===== src/rtl/txh_pkg.sv =====
package txh_pkg;
  typedef enum logic [1:0] {
    RPL_ACK   = 2'b00,
    RPL_NAK   = 2'b01,
    RPL_JUNKA = 2'b10,
    RPL_JUNKB = 2'b11
  } reply_e;

  typedef enum logic [1:0] {
    ST_IDLE,
    ST_WAIT_TOKEN,
    ST_WAIT_REPLY,
    ST_SENDING
  } state_e;
endpackage


===== src/rtl/txh_nak_counter.sv =====
module txh_nak_counter #(
  parameter int LIMIT = 128
) (
  input  logic clk,
  input  logic rst,
  input  logic clr,
  input  logic inc,
  output logic hit
);
  localparam int CW = $clog2(LIMIT + 1);
  localparam logic [CW-1:0] LIM = CW'(LIMIT);

  logic [CW-1:0] cnt_q;
  logic [CW-1:0] cnt_nx;

  always_comb begin
    cnt_nx = cnt_q;
    if (inc && cnt_q != LIM) cnt_nx = cnt_q + 1'b1;
  end

  always_ff @(posedge clk) begin
    if (rst || clr) begin
      cnt_q <= '0;
      hit   <= 1'b0;
    end else begin
      cnt_q <= cnt_nx;
      if (cnt_nx == LIM) hit <= 1'b1;
    end
  end

  // sticky until cleared
  a_r6_sticky: assert property (@(posedge clk) disable iff (rst)
    (hit && !clr) |=> hit);
  // count never passes the limit
  a_r6_saturate: assert property (@(posedge clk) disable iff (rst)
    cnt_q <= LIM);
endmodule


===== src/rtl/txh_irq_gate.sv =====
module txh_irq_gate #(
  parameter int N = 2
) (
  input  logic         clk,
  input  logic         rst,
  input  logic [N-1:0] src,
  input  logic [N-1:0] mask,
  output logic [N-1:0] irq
);
  for (genvar i = 0; i < N; i++) begin : g_line
    always_ff @(posedge clk) begin
      if (rst) irq[i] <= 1'b0;
      else     irq[i] <= src[i] & mask[i];
    end

    // a line is high only if source and mask were high a cycle earlier
    a_r10_gated: assert property (@(posedge clk) disable iff (rst)
      irq[i] |-> $past(src[i] & mask[i]));
  end
endmodule


===== src/rtl/tx_handshake_seq.sv =====
module tx_handshake_seq
  import txh_pkg::*;
#(
  parameter int PAGE_W    = 4,
  parameter int NAK_LIMIT = 128
) (
  input  logic              clk,
  input  logic              rst,
  input  logic              cmd_tx_en,
  input  logic [PAGE_W-1:0] cmd_page,
  input  logic              cmd_bcast,
  input  logic              cmd_tx_dis,
  input  logic              token_here,
  input  logic              reply_valid,
  input  logic [1:0]        reply_kind,
  input  logic              reply_tmo,
  input  logic              pkt_done,
  input  logic              pkt_ack,
  input  logic [1:0]        irq_mask,
  output logic              tx_avail,
  output logic              tx_acked,
  output logic              nak_excess,
  output logic [PAGE_W-1:0] cur_page,
  output logic              enq_send,
  output logic              pkt_send,
  output logic              tok_pass,
  output logic              irq_avail,
  output logic              irq_excess
);
  state_e state_q;
  logic   bcast_q;
  logic   dis_pend_q;
  reply_e rk;
  logic   nak_inc;
  logic   nak_clr;
  logic [1:0] irq_vec;

  assign rk      = reply_e'(reply_kind);
  assign nak_inc = (state_q == ST_WAIT_REPLY) && reply_valid && (rk == RPL_NAK);
  assign nak_clr = (state_q == ST_IDLE) && cmd_tx_en;

  always_ff @(posedge clk) begin
    if (rst) begin
      state_q    <= ST_IDLE;
      tx_avail   <= 1'b1;
      tx_acked   <= 1'b0;
      cur_page   <= '0;
      bcast_q    <= 1'b0;
      dis_pend_q <= 1'b0;
      enq_send   <= 1'b0;
      pkt_send   <= 1'b0;
      tok_pass   <= 1'b0;
    end else begin
      enq_send <= 1'b0;
      pkt_send <= 1'b0;
      tok_pass <= 1'b0;
      if (cmd_tx_dis && !tx_avail) dis_pend_q <= 1'b1;
      unique case (state_q)
        ST_IDLE: begin
          if (cmd_tx_en) begin
            tx_avail   <= 1'b0;
            tx_acked   <= 1'b0;
            cur_page   <= cmd_page;
            bcast_q    <= cmd_bcast;
            dis_pend_q <= 1'b0;
            state_q    <= ST_WAIT_TOKEN;
          end
        end
        ST_WAIT_TOKEN: begin
          if (token_here) begin
            if (dis_pend_q) begin
              tx_avail   <= 1'b1;
              tok_pass   <= 1'b1;
              dis_pend_q <= 1'b0;
              state_q    <= ST_IDLE;
            end else if (bcast_q) begin
              pkt_send <= 1'b1;
              state_q  <= ST_SENDING;
            end else begin
              enq_send <= 1'b1;
              state_q  <= ST_WAIT_REPLY;
            end
          end
        end
        ST_WAIT_REPLY: begin
          if (reply_valid) begin
            unique case (rk)
              RPL_ACK: begin
                pkt_send <= 1'b1;
                state_q  <= ST_SENDING;
              end
              RPL_NAK: begin
                tok_pass <= 1'b1;
                state_q  <= ST_WAIT_TOKEN;
              end
              default: state_q <= ST_WAIT_TOKEN;
            endcase
          end else if (reply_tmo) begin
            tx_avail   <= 1'b1;
            tok_pass   <= 1'b1;
            dis_pend_q <= 1'b0;
            state_q    <= ST_IDLE;
          end
        end
        ST_SENDING: begin
          if (pkt_done) begin
            tx_avail   <= 1'b1;
            tx_acked   <= pkt_ack && !bcast_q;
            tok_pass   <= 1'b1;
            dis_pend_q <= 1'b0;
            state_q    <= ST_IDLE;
          end
        end
        default: state_q <= ST_IDLE;
      endcase
    end
  end

  txh_nak_counter #(.LIMIT(NAK_LIMIT)) u_nak (
    .clk (clk),
    .rst (rst),
    .clr (nak_clr),
    .inc (nak_inc),
    .hit (nak_excess)
  );

  txh_irq_gate #(.N(2)) u_irq (
    .clk  (clk),
    .rst  (rst),
    .src  ({nak_excess, tx_avail}),
    .mask (irq_mask),
    .irq  (irq_vec)
  );
  assign irq_avail  = irq_vec[0];
  assign irq_excess = irq_vec[1];

  // an accepted command clears both status bits
  a_r2_accept_clears: assert property (@(posedge clk) disable iff (rst)
    (cmd_tx_en && tx_avail) |=> (!tx_avail && !tx_acked));
  // an enquiry only follows a token arrival
  a_r3_enq_on_token: assert property (@(posedge clk) disable iff (rst)
    enq_send |-> $past(token_here));
  // acknowledged implies available
  a_r4_ack_needs_avail: assert property (@(posedge clk) disable iff (rst)
    tx_acked |-> tx_avail);
  // every completion also passes the token
  a_r7_done_passes: assert property (@(posedge clk) disable iff (rst)
    $rose(tx_avail) |-> tok_pass);
  // unrecognised reply never passes the token
  a_r8_junk_keeps: assert property (@(posedge clk) disable iff (rst)
    (state_q == ST_WAIT_REPLY && reply_valid && reply_kind[1]) |=> !tok_pass);
  // a held cancel ends the command at the token with no enquiry
  a_r9_cancel: assert property (@(posedge clk) disable iff (rst)
    (state_q == ST_WAIT_TOKEN && token_here && dis_pend_q)
      |=> (tx_avail && !tx_acked && !enq_send));
endmodule


===== config.mk =====
export PLATFORM = sky130hd
export DESIGN_NAME = tx_handshake_seq
export DESIGN_NICKNAME = d
export VERILOG_FILES = /design/src/rtl/txh_pkg.sv /design/src/rtl/txh_nak_counter.sv /design/src/rtl/txh_irq_gate.sv /design/src/rtl/tx_handshake_seq.sv
export SDC_FILE = /design/constraint.sdc
export NUM_CORES = 1
export LEC_CHECK = 0
export BUFFER_PORTS_ARGS = -buffer_cell sky130_fd_sc_hd__buf_4
export CORE_MARGIN = 4
export CORE_UTILIZATION = 59
export CTS_BUF_LIST = sky130_fd_sc_hd__clkbuf_2
export DETAILED_ROUTE_END_ITERATION = 12
export PLACE_DENSITY = 0.87
export SYNTH_ARGS = -nofsm -noshare
export SYNTH_HDL_FRONTEND = slang
export SYNTH_SLANG_ARGS = --single-unit

===== constraint.sdc =====
create_clock -name clk -period 5.1 [get_ports clk]
set_input_delay 0.51 -clock clk [delete_from_list [all_inputs] [get_ports clk]]
set_output_delay 0.51 -clock clk [all_outputs]
set_load 0.01 [all_outputs]

# Word level (Yosys, flattened, before mapping)

Cells that the tools add are included.

Register bits after elaboration: 24
Output and inout port bits: 12
Word-level logic and storage cells: 89

Add/sub/neg operators: 1
Equal/unequal tests: 13
Mux-type cells: 41
Bitwise gates (word level): 4
Reductions and logical operators: 17

Operators with widths:

| kind                | count |
|---|---|
| $mux 1              | 27 |
| $mux 2              | 7 |
| $ne 2x2->1 const B  | 6 |
| $add 8x1->8 const B | 1 |
| $eq 8x8->1 const B  | 1 |
| $mux 8              | 1 |
| $ne 8x8->1 const B  | 1 |
| $pmux 1 s4          | 2 |
| $pmux 2 s4          | 1 |
| $logic_and 1x1->1   | 6 |
| $reduce_and 6->1    | 1 |
| $eq 2x1->1 const B  | 2 |
| $eq 2x2->1 const B  | 2 |
| $logic_not 2->1     | 2 |
| $pmux 1 s2          | 2 |
| $reduce_and 4->1    | 1 |
| $reduce_or 4->1     | 1 |
| $ne 3x3->1 const B  | 1 |
| $pmux 1 s3          | 1 |
| $reduce_and 3->1    | 1 |
| $and 1x1->1         | 2 |
| $logic_not 1->1     | 2 |
| $not 1->1           | 2 |
| $reduce_and 2->1    | 1 |
| 2 further kinds     | 2 |

# Depth between registers and ports, before layout

Gate-level depths: netlist of run 1.

Word-level depth: 6
Gate-level depth with buffers: 8
Depth with buffers taken out: 7

# By module

Synthesis of run 1 repeated with hierarchy kept, for this count alone.

Cell total of the unflattened synthesis: 146
Area total of the unflattened synthesis: 1,281.2 um2

By module, submodules not included:

| module           | times used | cells each | area each (um2) | seq. area each (um2) |
|---|---|---|---|---|
| tx_handshake_seq | 1          | 78         | 649.4           | 260.2 |
| txh_nak_counter  | 1          | 64         | 574.3           | 180.2 |
| txh_irq_gate     | 1          | 4          | 57.6            | 40.0 |

# Worst setup path after synthesis of run 1

Ideal clock, no wire load.

Kind: reg2reg
Start point: reg state_q[0]
End point: reg u_nak.hit
Arrival: 1.647 ns
Path slack: 3.335 ns
Cell stages (with the launch flop): 8
Path buffers: 0
Path through: dfxtp_1 > inv_1 > ha_1 > nand4b_4 > a21oi_2 > mux2i_1 > and4bb_1 > a32o_1

Longest elaborated chain between the ends: 6
Elaborated cells between the ends (all ways): 9

Ends and longest elaborated chain:

| item                            | line                   | source |
|---|---|---|
| from (decl)                     | tx_handshake_seq.sv:30 | `state_e state_q;` |
| from (signal assigned)          | tx_handshake_seq.sv:44 | `state_q <= ST_IDLE;` |
| from (signal assigned)          | tx_handshake_seq.sv:66 | `state_q <= ST_WAIT_TOKEN;` |
| from (signal assigned)          | tx_handshake_seq.sv:75 | `state_q <= ST_IDLE;` |
| $eq 2x2->1                      | tx_handshake_seq.sv:39 | `assign nak_inc = (state_q == ST_WAIT_REPLY) && reply_valid && (rk == RPL_NAK);` |
| $logic_and 1x1->1 (2 in series) | tx_handshake_seq.sv:39 |  |
| $logic_and 1x1->1               | txh_nak_counter.sv:18  | `if (inc && cnt_q != LIM) cnt_nx = cnt_q + 1'b1;` |
| $mux 8                          | txh_nak_counter.sv:18  |  |
| $eq 8x8->1                      | txh_nak_counter.sv:27  | `if (cnt_nx == LIM) hit <= 1'b1;` |
| to (signal assigned)            | txh_nak_counter.sv:24  | `hit <= 1'b0;` |
| to (signal assigned)            | txh_nak_counter.sv:27  |  |
| to (decl)                       | txh_nak_counter.sv:8   | `output logic hit` |

Parallel ways exist; a longest one is shown, timed or not.
A chain may end at the register's enable or synchronous reset.

# Worst setup path after layout of run 1

Same ends and word-level chain as after synthesis.

==> results.yml, run 1 <==
run_status:
  status: "complete, no violations"
setup_path:
  regToRegSetupSlack_ps: 3050
  cp-start-kind: "register"
  slowest_stage: "dfxtp_1"
  reg2reg_depth: 7
  critPathTopFamily: "compound AO/OA/AOI/OAI gates"
  path_max_fanout: 8
  end_kind: "register"
  cp_slowest_stage_delay_ps: 390
  critPathBufInv: 1
  cp.arrival_ps: 2310
  r2r_start: "state_q[0]$_SDFFE_PP0P_"
  worstPathRequired_ps: 5350
  worst-setup-path-type: "register to register"
  path_cells: "inv_1 > ha_1 > nand4b_4 > a21oi_2 > mux2i_1 > and4bb_1 > a32o_1"
  r2r_end: "u_nak.hit$_SDFFE_PP0N_"
worst_hold_path:
  hold_path_depth: 2
  worstHoldStart: "irq_mask[0]"
  hold_end: "u_irq.irq[0]$_SDFF_PP0_"
  worst_hold_path_type: "input port to register"
cts:
  root_buffer: "clkbuf_2"
  ctsResizeCount: 0
  cts_hold_buf: 0
  cts_buffer_depth: 2
  cts_sinks: 24
  path_clk_slew_ps: 210
  cts_tree: "built"
  cts_max_level: 1
  numCtsBuffers: 3
  cts_setup_buffers: 0
  clk_latency_ps: 330
synth:
  synth_cells: 145
  netlist.area_leader.share_pct: 38.71
  yosys.area.top_type: "dfxtp_1"
  synth-async-reset-ratio_pct: 0
  ys_warn_count: 0
  ys_ff_latch: 24
  synth_cell_types: 41
  ys.flop_type: "dfxtp_1"
  yosysMostFrequentCell: "dfxtp_1"
  synth_common_cells: "dfxtp_1 (24), nor2_1 (16), nand2_1 (15)"
  synth_edf_count: 0
  avgSynthCellArea_um2: 8.560
  synth_nets: 170
  syn_area_um2: 1241
  synth_area_leaders: "dfxtp_1 (39%), ha_1 (7.1%), nor2_1 (4.8%), nand2_1 (4.5%), xnor2_1 (4.2%)"
  ys_seq_area_share_pct: 38.71
power_and_ir_drop:
  p_int_mw: 0.2548
  switching_share_pct: 29.89
  clkPwrFrac_pct: 19.3
  p_sw_mw: 0.1086
  vdd_ir_drop_max_v: 0.0001702
  power.leakage_nw: 0.6138
  power_density_nw_per_um2: 244.5
  seqPwrFrac_pct: 56.8
  pwr-share-comb_pct: 23.9
drt:
  avgViaCountPerCell: 5.588
  drc: 0
  drt-total-wl_mm: 2.601
  vias: 1112
  wl_per_cell_um: 13.07
  drt_first_pass_iters: 4
  drt_iter0_markers: 39
  detail-route-antenna-nets: 0
flow_run:
  drv_cap: 0
floorplan:
  dieWidth_um: 53.87
  ioPinCount: 30
  coreArea_um2: 1982
  dieArea_um2: 2901
  die_height_um: 53.87
  start_util_pct: 62.63
  num_rows: 16
placement:
  port-buffer-count: 29
  dpl.hpwl_mm: 2.086
  globalplace.congestion: 0.8623
sta:
  min_period_over_period_pct: 40.27
  fmax_mhz: 486.9
  worstMarginPinSlew_ps: 314.3
  slew_headroom_pct: 78.50
  fin_setup_tns_ps: 0
  rsz0062_at_grt: "false"
  finalHoldViolations: 0
  period_minus_slack_ps: 2054
  slew_violations: 0
  setup_viol: 0
  finalHoldWorstSlack_ps: 402.6
  finClkSkew_ps: 3.521
cells_and_area:
  drive_gt1_share_pct: 22.09
  antenna_cells: 0
  nets: 199
  area_growth_pct: 19.76
global_routing:
  overflow: 0
  grt_pass1_wl_mm: 4.160
  grt_pass1_vias: 952
  grt_max_degree: 14
  antenna_found_initial: 0
  grt_use_total_pct: 19.79
-- power groups by stage --
stage	clock network (mW)	registers [mW]	logic, mW
3_5_place_dp	0	0.210	0.0871
3_3_place_gp	0	0.209	0.0845
4_1_cts	0.0728	0.206	0.0874
2_1_floorplan	0	0.211	0.0510
5_1_grt	0.0788	0.208	0.0971
6_report	0.0701	0.206	0.0868
-- cell families (layout without fill, tap and decap cells) --
family / Yosys count / count (layout) / synth area share (%)
AO/OA/AOI/OAI: 26 / 26 / 13.81
XOR/XNOR: 7 / 7 / 4.940
adder cells (fa/ha/maj): 7 / 7 / 7.056
buffers and inverters: 15 / 42 / 4.737
flip-flops: 24 / 24 / 38.71
multiplexers: 3 / 3 / 2.520
AND/OR/NAND/NOR: 63 / 63 / 28.23
-- worst max path at each step --
stage	endpoint	from	cells after the start
floorplan	u_nak.hit$_SDFFE_PP0N_	state_q[0]$_SDFFE_PP0P_	7
global placement	u_nak.hit$_SDFFE_PP0N_	state_q[0]$_SDFFE_PP0P_	7
detailed placement	u_nak.hit$_SDFFE_PP0N_	state_q[0]$_SDFFE_PP0P_	7
CTS	u_nak.hit$_SDFFE_PP0N_	state_q[0]$_SDFFE_PP0P_	7
global route	u_nak.hit$_SDFFE_PP0N_	state_q[0]$_SDFFE_PP0P_	7
finish	u_nak.hit$_SDFFE_PP0N_	state_q[0]$_SDFFE_PP0P_	7
-- metal layers --
metal	part of all wire [%]	vias up	wire, um	global-route usage, %
li1	-	560	-	-
met1	43	506	1122	26.36
met2	47	41	1234	32.06
met3	8.0	5	209	2.770
met4	1.3	0	34	7.660
met5	0	-	0	0
-- layout by cell type (no fill, tap or decap) --
| cell type | n |
|---|---|
| a2111oi_0 | 1 |
| a211oi_1 | 1 |
| a21oi_1 | 9 |
| a21oi_2 | 1 |
| a221oi_1 | 1 |
| a22o_1 | 1 |
| a22oi_1 | 1 |
| a311oi_1 | 1 |
| a31oi_1 | 2 |
| a32o_1 | 1 |
| a32oi_1 | 1 |
| and3_1 | 2 |
| and4bb_1 | 1 |
| buf_4 | 29 |
| clkbuf_2 | 3 |
| dfxtp_1 | 24 |
| ha_1 | 7 |
| inv_1 | 10 |
| mux2_2 | 1 |
| mux2i_1 | 2 |
| nand2_1 | 15 |
| nand2b_1 | 2 |
| nand3_1 | 7 |
| nand3b_1 | 1 |
| nand4_1 | 3 |
| nand4b_4 | 1 |
| nor2_1 | 16 |
| nor2b_1 | 3 |
| nor3_1 | 6 |
| nor3_2 | 1 |
| nor3b_1 | 3 |
| nor4b_4 | 1 |
| o21ai_0 | 3 |
| o21ai_1 | 1 |
| o21bai_1 | 1 |
| o311ai_0 | 1 |
| or2_2 | 1 |
| xnor2_1 | 6 |
| xor2_1 | 1 |
-- per-stage QoR --
stage / instances / total power, mW / setup slack (ps) / instance area, um^2 / utilization, %
after floorplan: 145 / 0.2624 / 3335 / 1241 / -
after global placement: 196 / 0.2938 / 3236 / 1471 / 74.24
after detailed placement: 196 / 0.2972 / 3099 / 1471 / 74.24
after CTS: 199 / 0.3666 / 3069 / 1486 / 75.00
after global routing: 199 / 0.3836 / 2922 / 1486 / 75.00
final: 199 / 0.3634 / 3046 / 1486 / 75.00
-- flip-flops by register name (all words and copies together) (netlist names) --
signal       count
tx_acked         1
cur_page         4
u_irq.irq        2
tx_avail         1
u_nak.hit        1
state_q          2
pkt_send         1
tok_pass         1
dis_pend_q       1
bcast_q          1
enq_send         1
u_nak.cnt_q      8
-- layout make-up --
class	count	area (um^2)
Multi-Input combinational cell	106	701.9
Fill cell	148	495.5
Sequential cell	24	480.5
Timing Repair Buffer	29	217.7
Inverter	10	37.54
Tap cell	27	33.78
Clock buffer	3	15.01
No activity file was read; power rests on OpenSTA's default activity.
==> inputs of run 2 (changes only) <==
--- a/config.mk
+++ b/config.mk
@@ -7,10 +7,10 @@
 export LEC_CHECK = 0
 export BUFFER_PORTS_ARGS = -buffer_cell sky130_fd_sc_hd__buf_4
 export CORE_MARGIN = 4
-export CORE_UTILIZATION = 59
+export CORE_UTILIZATION = 54
 export CTS_BUF_LIST = sky130_fd_sc_hd__clkbuf_2
 export DETAILED_ROUTE_END_ITERATION = 12
-export PLACE_DENSITY = 0.87
+export PLACE_DENSITY = 0.8
 export SYNTH_ARGS = -nofsm -noshare
 export SYNTH_HDL_FRONTEND = slang
 export SYNTH_SLANG_ARGS = --single-unit
==> constraint.sdc (replaced) <==
create_clock -name clk -period 1.9 [get_ports clk]
set_input_delay 0.19 -clock clk [delete_from_list [all_inputs] [get_ports clk]]
set_output_delay 0.19 -clock clk [all_outputs]
set_load 0.01 [all_outputs]
==> run 2 against run 1 <==
Against the previous run: die area increased by 7.9%; via count grew 3.1%; critical endpoint unchanged; final area grew 3.3%; clock skew is 10 ps higher; largest power group unchanged; highest routed layer unchanged; combinational power increased to 2.9 times the previous value; utilization fell by 4.9 points.
==> results.yml, run 2 (same netlist as run 1, synthesis figures left out) <==
sta:
  min_period_over_period_pct: 94.37
  slew_headroom_pct: 74.45
  period_minus_slack_ps: 1793
  setup_viol: 0
  fmax_mhz: 557.7
  rsz0062_at_grt: "false"
  finClkSkew_ps: 13.92
  worstMarginPinSlew_ps: 373.5
  slew_violations: 0
  finalHoldViolations: 0
setup_path:
  cp-endpoint: "u_nak.hit$_SDFFE_PP0N_"
  worst-setup-path-type: "register to register"
  worstSetupStartpoint: "state_q[0]$_SDFFE_PP0P_"
  r2r_start: "state_q[0]$_SDFFE_PP0P_"
  r2r_end: "u_nak.hit$_SDFFE_PP0N_"
  reg2reg_depth: 7
  regToRegSetupSlack_ps: 110
  worstPathRequired_ps: 2170
  path_max_fanout: 8
  cp-start-kind: "register"
  end_kind: "register"
  cp.arrival_ps: 2060
global_routing:
  antenna_found_initial: 0
  grt_use_total_pct: 18.09
  overflow: 0
  grt_pass1_wl_mm: 4.567
  grt_pass1_vias: 1063
  grt_max_degree: 14
cells_and_area:
  drive_gt1_share_pct: 27.84
  area_growth_pct: 23.69
  nets: 203
  largest_reg_flops: 8
  final_cells: 204
  fillers: 177
  multi_input_area_um2: 716.9
  top_register: "u_nak.cnt_q"
  layout_common_cells: "buf_4 (33), dfxtp_1 (22), nand2_1 (14), nor2_1 (14), inv_1 (10)"
  ff_latch_area_um2: 483.0
  antenna_cells: 0
  largestRegisters: "u_nak.cnt_q (8), cur_page (4)"
  final_common_cell: "buf_4"
  design_area_um2: 1535
cts:
  cts_hold_buf: 0
  clk_latency_ps: 340
  cts_sinks: 24
  cts_buffer_depth: 2
  cts_tree: "built"
  numCtsBuffers: 3
  root_buffer: "clkbuf_2"
  cts_max_level: 1
  path_clk_slew_ps: 220
placement:
  place_area_um2: 1495
  globalplace.congestion: 0.8277
  dpl.hpwl_mm: 2.066
  placed_cells: 200
  port-buffer-count: 29
worst_hold_path:
  worstHoldStart: "irq_mask[1]"
  worst_hold_path_type: "input port to register"
floorplan:
  coreArea_um2: 2191
  start_util_pct: 56.65
  dieWidth_um: 55.94
  ioPinCount: 30
  dieArea_um2: 3129
  num_rows: 17
  die_height_um: 55.94
drt:
  drt_first_pass_iters: 4
  drc: 0
  vias: 1147
  drt-total-wl_mm: 2.849
  avgViaCountPerCell: 5.623
  drt_iter0_markers: 38
  detail-route-antenna-nets: 0
  wl_per_cell_um: 13.97
run_status:
  status: "complete, no violations"
power_and_ir_drop:
  power_density_nw_per_um2: 653.4
  p_sw_mw: 0.3080
  power.leakage_nw: 0.6240
  pwr-share-comb_pct: 25.5
  switching_share_pct: 30.70
  fin_total_pwr_mw: 1.003
  clkPwrFrac_pct: 19.1
  p_int_mw: 0.6951
  seqPwrFrac_pct: 55.4
  vdd_ir_drop_max_v: 0.0003875
flow_run:
  drv_cap: 0
==> run 2: cell types whose count changed in the layout (fill, tap and decap cells not counted), sizes merged <==
| cell | delta |
|---|---|
| buf | +4 |
==> run 2: power groups by stage <==
stage	Combinational [mW]	Sequential [mW]	Clock, mW
floorplan	0.137	0.568	0
finish	0.256	0.556	0.192
CTS	0.250	0.554	0.198
global placement	0.237	0.561	0
detailed placement	0.245	0.565	0
global route	0.277	0.560	0.216
==> run 2: timing repair <==
action,in CTS,in global routing
endpoints found under the setup margin,1,2
pin swaps,0,1
buffers inserted,0,1
hold endpoints to repair,0,0
resized for setup,1,6
==> run 2: how the worst min path moves through the flow <==
stage	to	slack, ps	cells after the start
floorplan	tok_pass$_SDFF_PP0_	270	1
global placement	u_irq.irq[1]$_SDFF_PP0_	430	2
detailed placement	u_irq.irq[1]$_SDFF_PP0_	440	2
CTS	u_irq.irq[1]$_SDFF_PP0_	70	2
global route	u_irq.irq[1]$_SDFF_PP0_	50	2
finish	u_irq.irq[1]$_SDFF_PP0_	70	2
==> run 2: layout make-up <==
cell class / instances / share of cell area (%)
flip-flops and latches: 24 / 31.46
clock buffers: 3 / 0.9780
multi-input cells: 106 / 46.70
inverters: 10 / 2.445
well taps: 28 / 2.282
repair buffers: 33 / 16.14
==> run 2: metal layers <==
metal  up-vias  track usage, %  wire length (um)
met3         7           3.944               195
met5         -               0                 0
li1        565               -                 -
met1       532           22.70              1240
met2        43           30.41              1354
met4         0           6.441                57
==> run 2: worst max-delay path: stages (launching register included) <==
cell and delay [ps]:
dfxtp_2 380, inv_1 110, ha_2 220, nand4b_4 180, a21oi_2 190, mux2i_1 220, and4bb_1 200, a32o_1 230
==> run 2: stage by stage <==
step                      hold WS, ps  TNS, ps  worst slack [ps]  utilization [%]
after floorplan                 268.0        0             135.5                -
after global placement          431.8        0             156.1            68.25
after detailed placement        437.3  -0.7103           -0.7103            68.25
after CTS                       65.43        0             72.78            69.16
after global routing            46.23        0            0.3695            70.07
final                           68.31        0             107.0            70.07
==> inputs of run 3 (changes only) <==
==> constraint.sdc (replaced) <==
create_clock -name clk -period 1.8 [get_ports clk]
set_input_delay 0.18 -clock clk [delete_from_list [all_inputs] [get_ports clk]]
set_output_delay 0.18 -clock clk [all_outputs]
set_load 0.01 [all_outputs]
==> run 3 against run 2 <==
Against the previous run: routed wire length is 3.9% lower; utilization is 2.5 points higher; sequential power is 5.0% higher; cell count is 2.9% higher; clock power is 8% higher; critical endpoint unchanged; power is 8.3% higher; register-to-register slack worse by 50 ps; sequential cell count stayed put; via count is 0.52% lower; global-route usage is 0.084 points lower.
==> results.yml, run 3 (same netlist as run 1, synthesis figures left out) <==
run_status:
  status: "complete, no violations"
floorplan:
  die_height_um: 55.94
  dieWidth_um: 55.94
  dieArea_um2: 3129
  coreArea_um2: 2191
  start_util_pct: 56.65
  num_rows: 17
  ioPinCount: 30
setup_path:
  critPathBufInv: 1
  reg2reg_depth: 7
  r2r_start: "state_q[0]$_SDFFE_PP0P_"
  path_cells: "inv_2 > ha_2 > nand4b_4 > nor3_2 > xnor2_1 > and4bb_1 > a32o_1"
  worst-setup-path-type: "register to register"
  regToRegSetupSlack_ps: 60
  path_depth: 7
  cp_slowest_stage_delay_ps: 390
  cp-start-kind: "register"
  r2r_end: "u_nak.hit$_SDFFE_PP0N_"
  end_kind: "register"
  worstPathRequired_ps: 2080
  slowest_stage: "dfxtp_4"
  critPathTopFamily: "simple AND/OR/NAND/NOR gates"
  cp.arrival_ps: 2020
  path_max_fanout: 8
placement:
  preCtsSetupSlack_ps: 40.31
  place_area_um2: 1525
  dpl.hpwl_mm: 2.065
  globalplace.congestion: 0.8861
  port-buffer-count: 29
  placed_cells: 204
power_and_ir_drop:
  power_density_nw_per_um2: 683.3
  fin_total_pwr_mw: 1.087
  vdd_ir_drop_max_v: 0.0005574
  power.leakage_nw: 0.6564
sta:
  worstMarginPinSlew_ps: 343.0
  finalHoldViolations: 0
  period_minus_slack_ps: 1740
  fin_setup_tns_ps: 0
  finClkSkew_ps: 26.89
  setup_viol: 0
  finalHoldWorstSlack_ps: 51.31
  slew_headroom_pct: 76.54
  fmax_mhz: 574.7
  fin_ws_ps: 60.07
  min_period_over_period_pct: 96.66
  slew_violations: 0
drt:
  avgViaCountPerCell: 5.433
  drt_iter0_markers: 22
  vias: 1141
  drt-total-wl_mm: 2.738
  detail-route-antenna-nets: 0
  wl_per_cell_um: 13.04
  drt_first_pass_iters: 4
  drc: 0
cts:
  clk_latency_ps: 350
  cts_sinks: 24
  path_clk_slew_ps: 230
  root_buffer: "clkbuf_2"
  cts_tree: "built"
  cts_buffer_depth: 2
  numCtsBuffers: 3
  cts_max_level: 1
global_routing:
  overflow: 0
  grt_pass1_wl_mm: 4.533
  grt_pass1_vias: 1023
  grt_max_degree: 14
  antenna_found_initial: 0
  grt_use_total_pct: 18.00
worst_hold_path:
  hold_path_depth: 2
  hold_end: "u_irq.irq[1]$_SDFF_PP0_"
  worstHoldStart: "irq_mask[1]"
  worst_hold_path_type: "input port to register"
cells_and_area:
  layout_common_cells: "buf_4 (38), dfxtp_1 (22), nand2_1 (15), nor2_1 (15)"
  area_growth_pct: 28.13
  design_area_um2: 1590
  drive_gt1_share_pct: 30.22
  final_common_cell: "buf_4"
  fillers: 162
  final_cells: 210
  top_register: "u_nak.cnt_q"
  final_util_pct: 72.59
  largest_reg_flops: 8
  nets: 208
  antenna_cells: 0
  largestRegisters: "u_nak.cnt_q (8), cur_page (4)"
flow_run:
  drv_cap: 0
## run 3: metal layers
layer / up-vias / track usage [%] / share of wire, %
met4: 0 / 6.441 / 1.4
met5: - / 0 / 0
met2: 36 / 28.55 / 48
li1: 579 / - / -
met3: 5 / 4.408 / 5.7
met1: 521 / 23.78 / 45
## run 3: how the worst max path moves through the flow
stage                            startpoint                 endpoint  slack [ps]
floorplan           state_q[0]$_SDFFE_PP0P_   u_nak.hit$_SDFFE_PP0N_          40
global placement    state_q[0]$_SDFFE_PP0P_  state_q[1]$_SDFFE_PP0P_         100
detailed placement  state_q[0]$_SDFFE_PP0P_  state_q[0]$_SDFFE_PP0P_          40
CTS                 state_q[0]$_SDFFE_PP0P_   u_nak.hit$_SDFFE_PP0N_          30
global route        state_q[0]$_SDFFE_PP0P_   u_nak.hit$_SDFFE_PP0N_         -60
finish              state_q[0]$_SDFFE_PP0P_   u_nak.hit$_SDFFE_PP0N_          60
## run 3: timing repair
item	CTS	global route
buffers inserted	0	2
setup endpoints to repair	2	3
resized for setup	1	9
pin swaps	0	2
hold buffers	0	0
## run 3: area by class of cell
type,count,area [um^2],area share (%)
Clock buffer,3,15.01,0.9441
Clock inverter,1,3.754,0.2360
Inverter,10,37.54,2.360
Multi-Input combinational cell,106,728.2,45.79
Sequential cell,24,485.5,30.53
Tap cell,28,35.03,2.203
Timing Repair Buffer,38,285.3,17.94
## run 3: power breakdown
part / switching, mW / internal, mW
Clock: 0.159 / 0.0482
Sequential: 0.0203 / 0.564
Combinational: 0.148 / 0.147
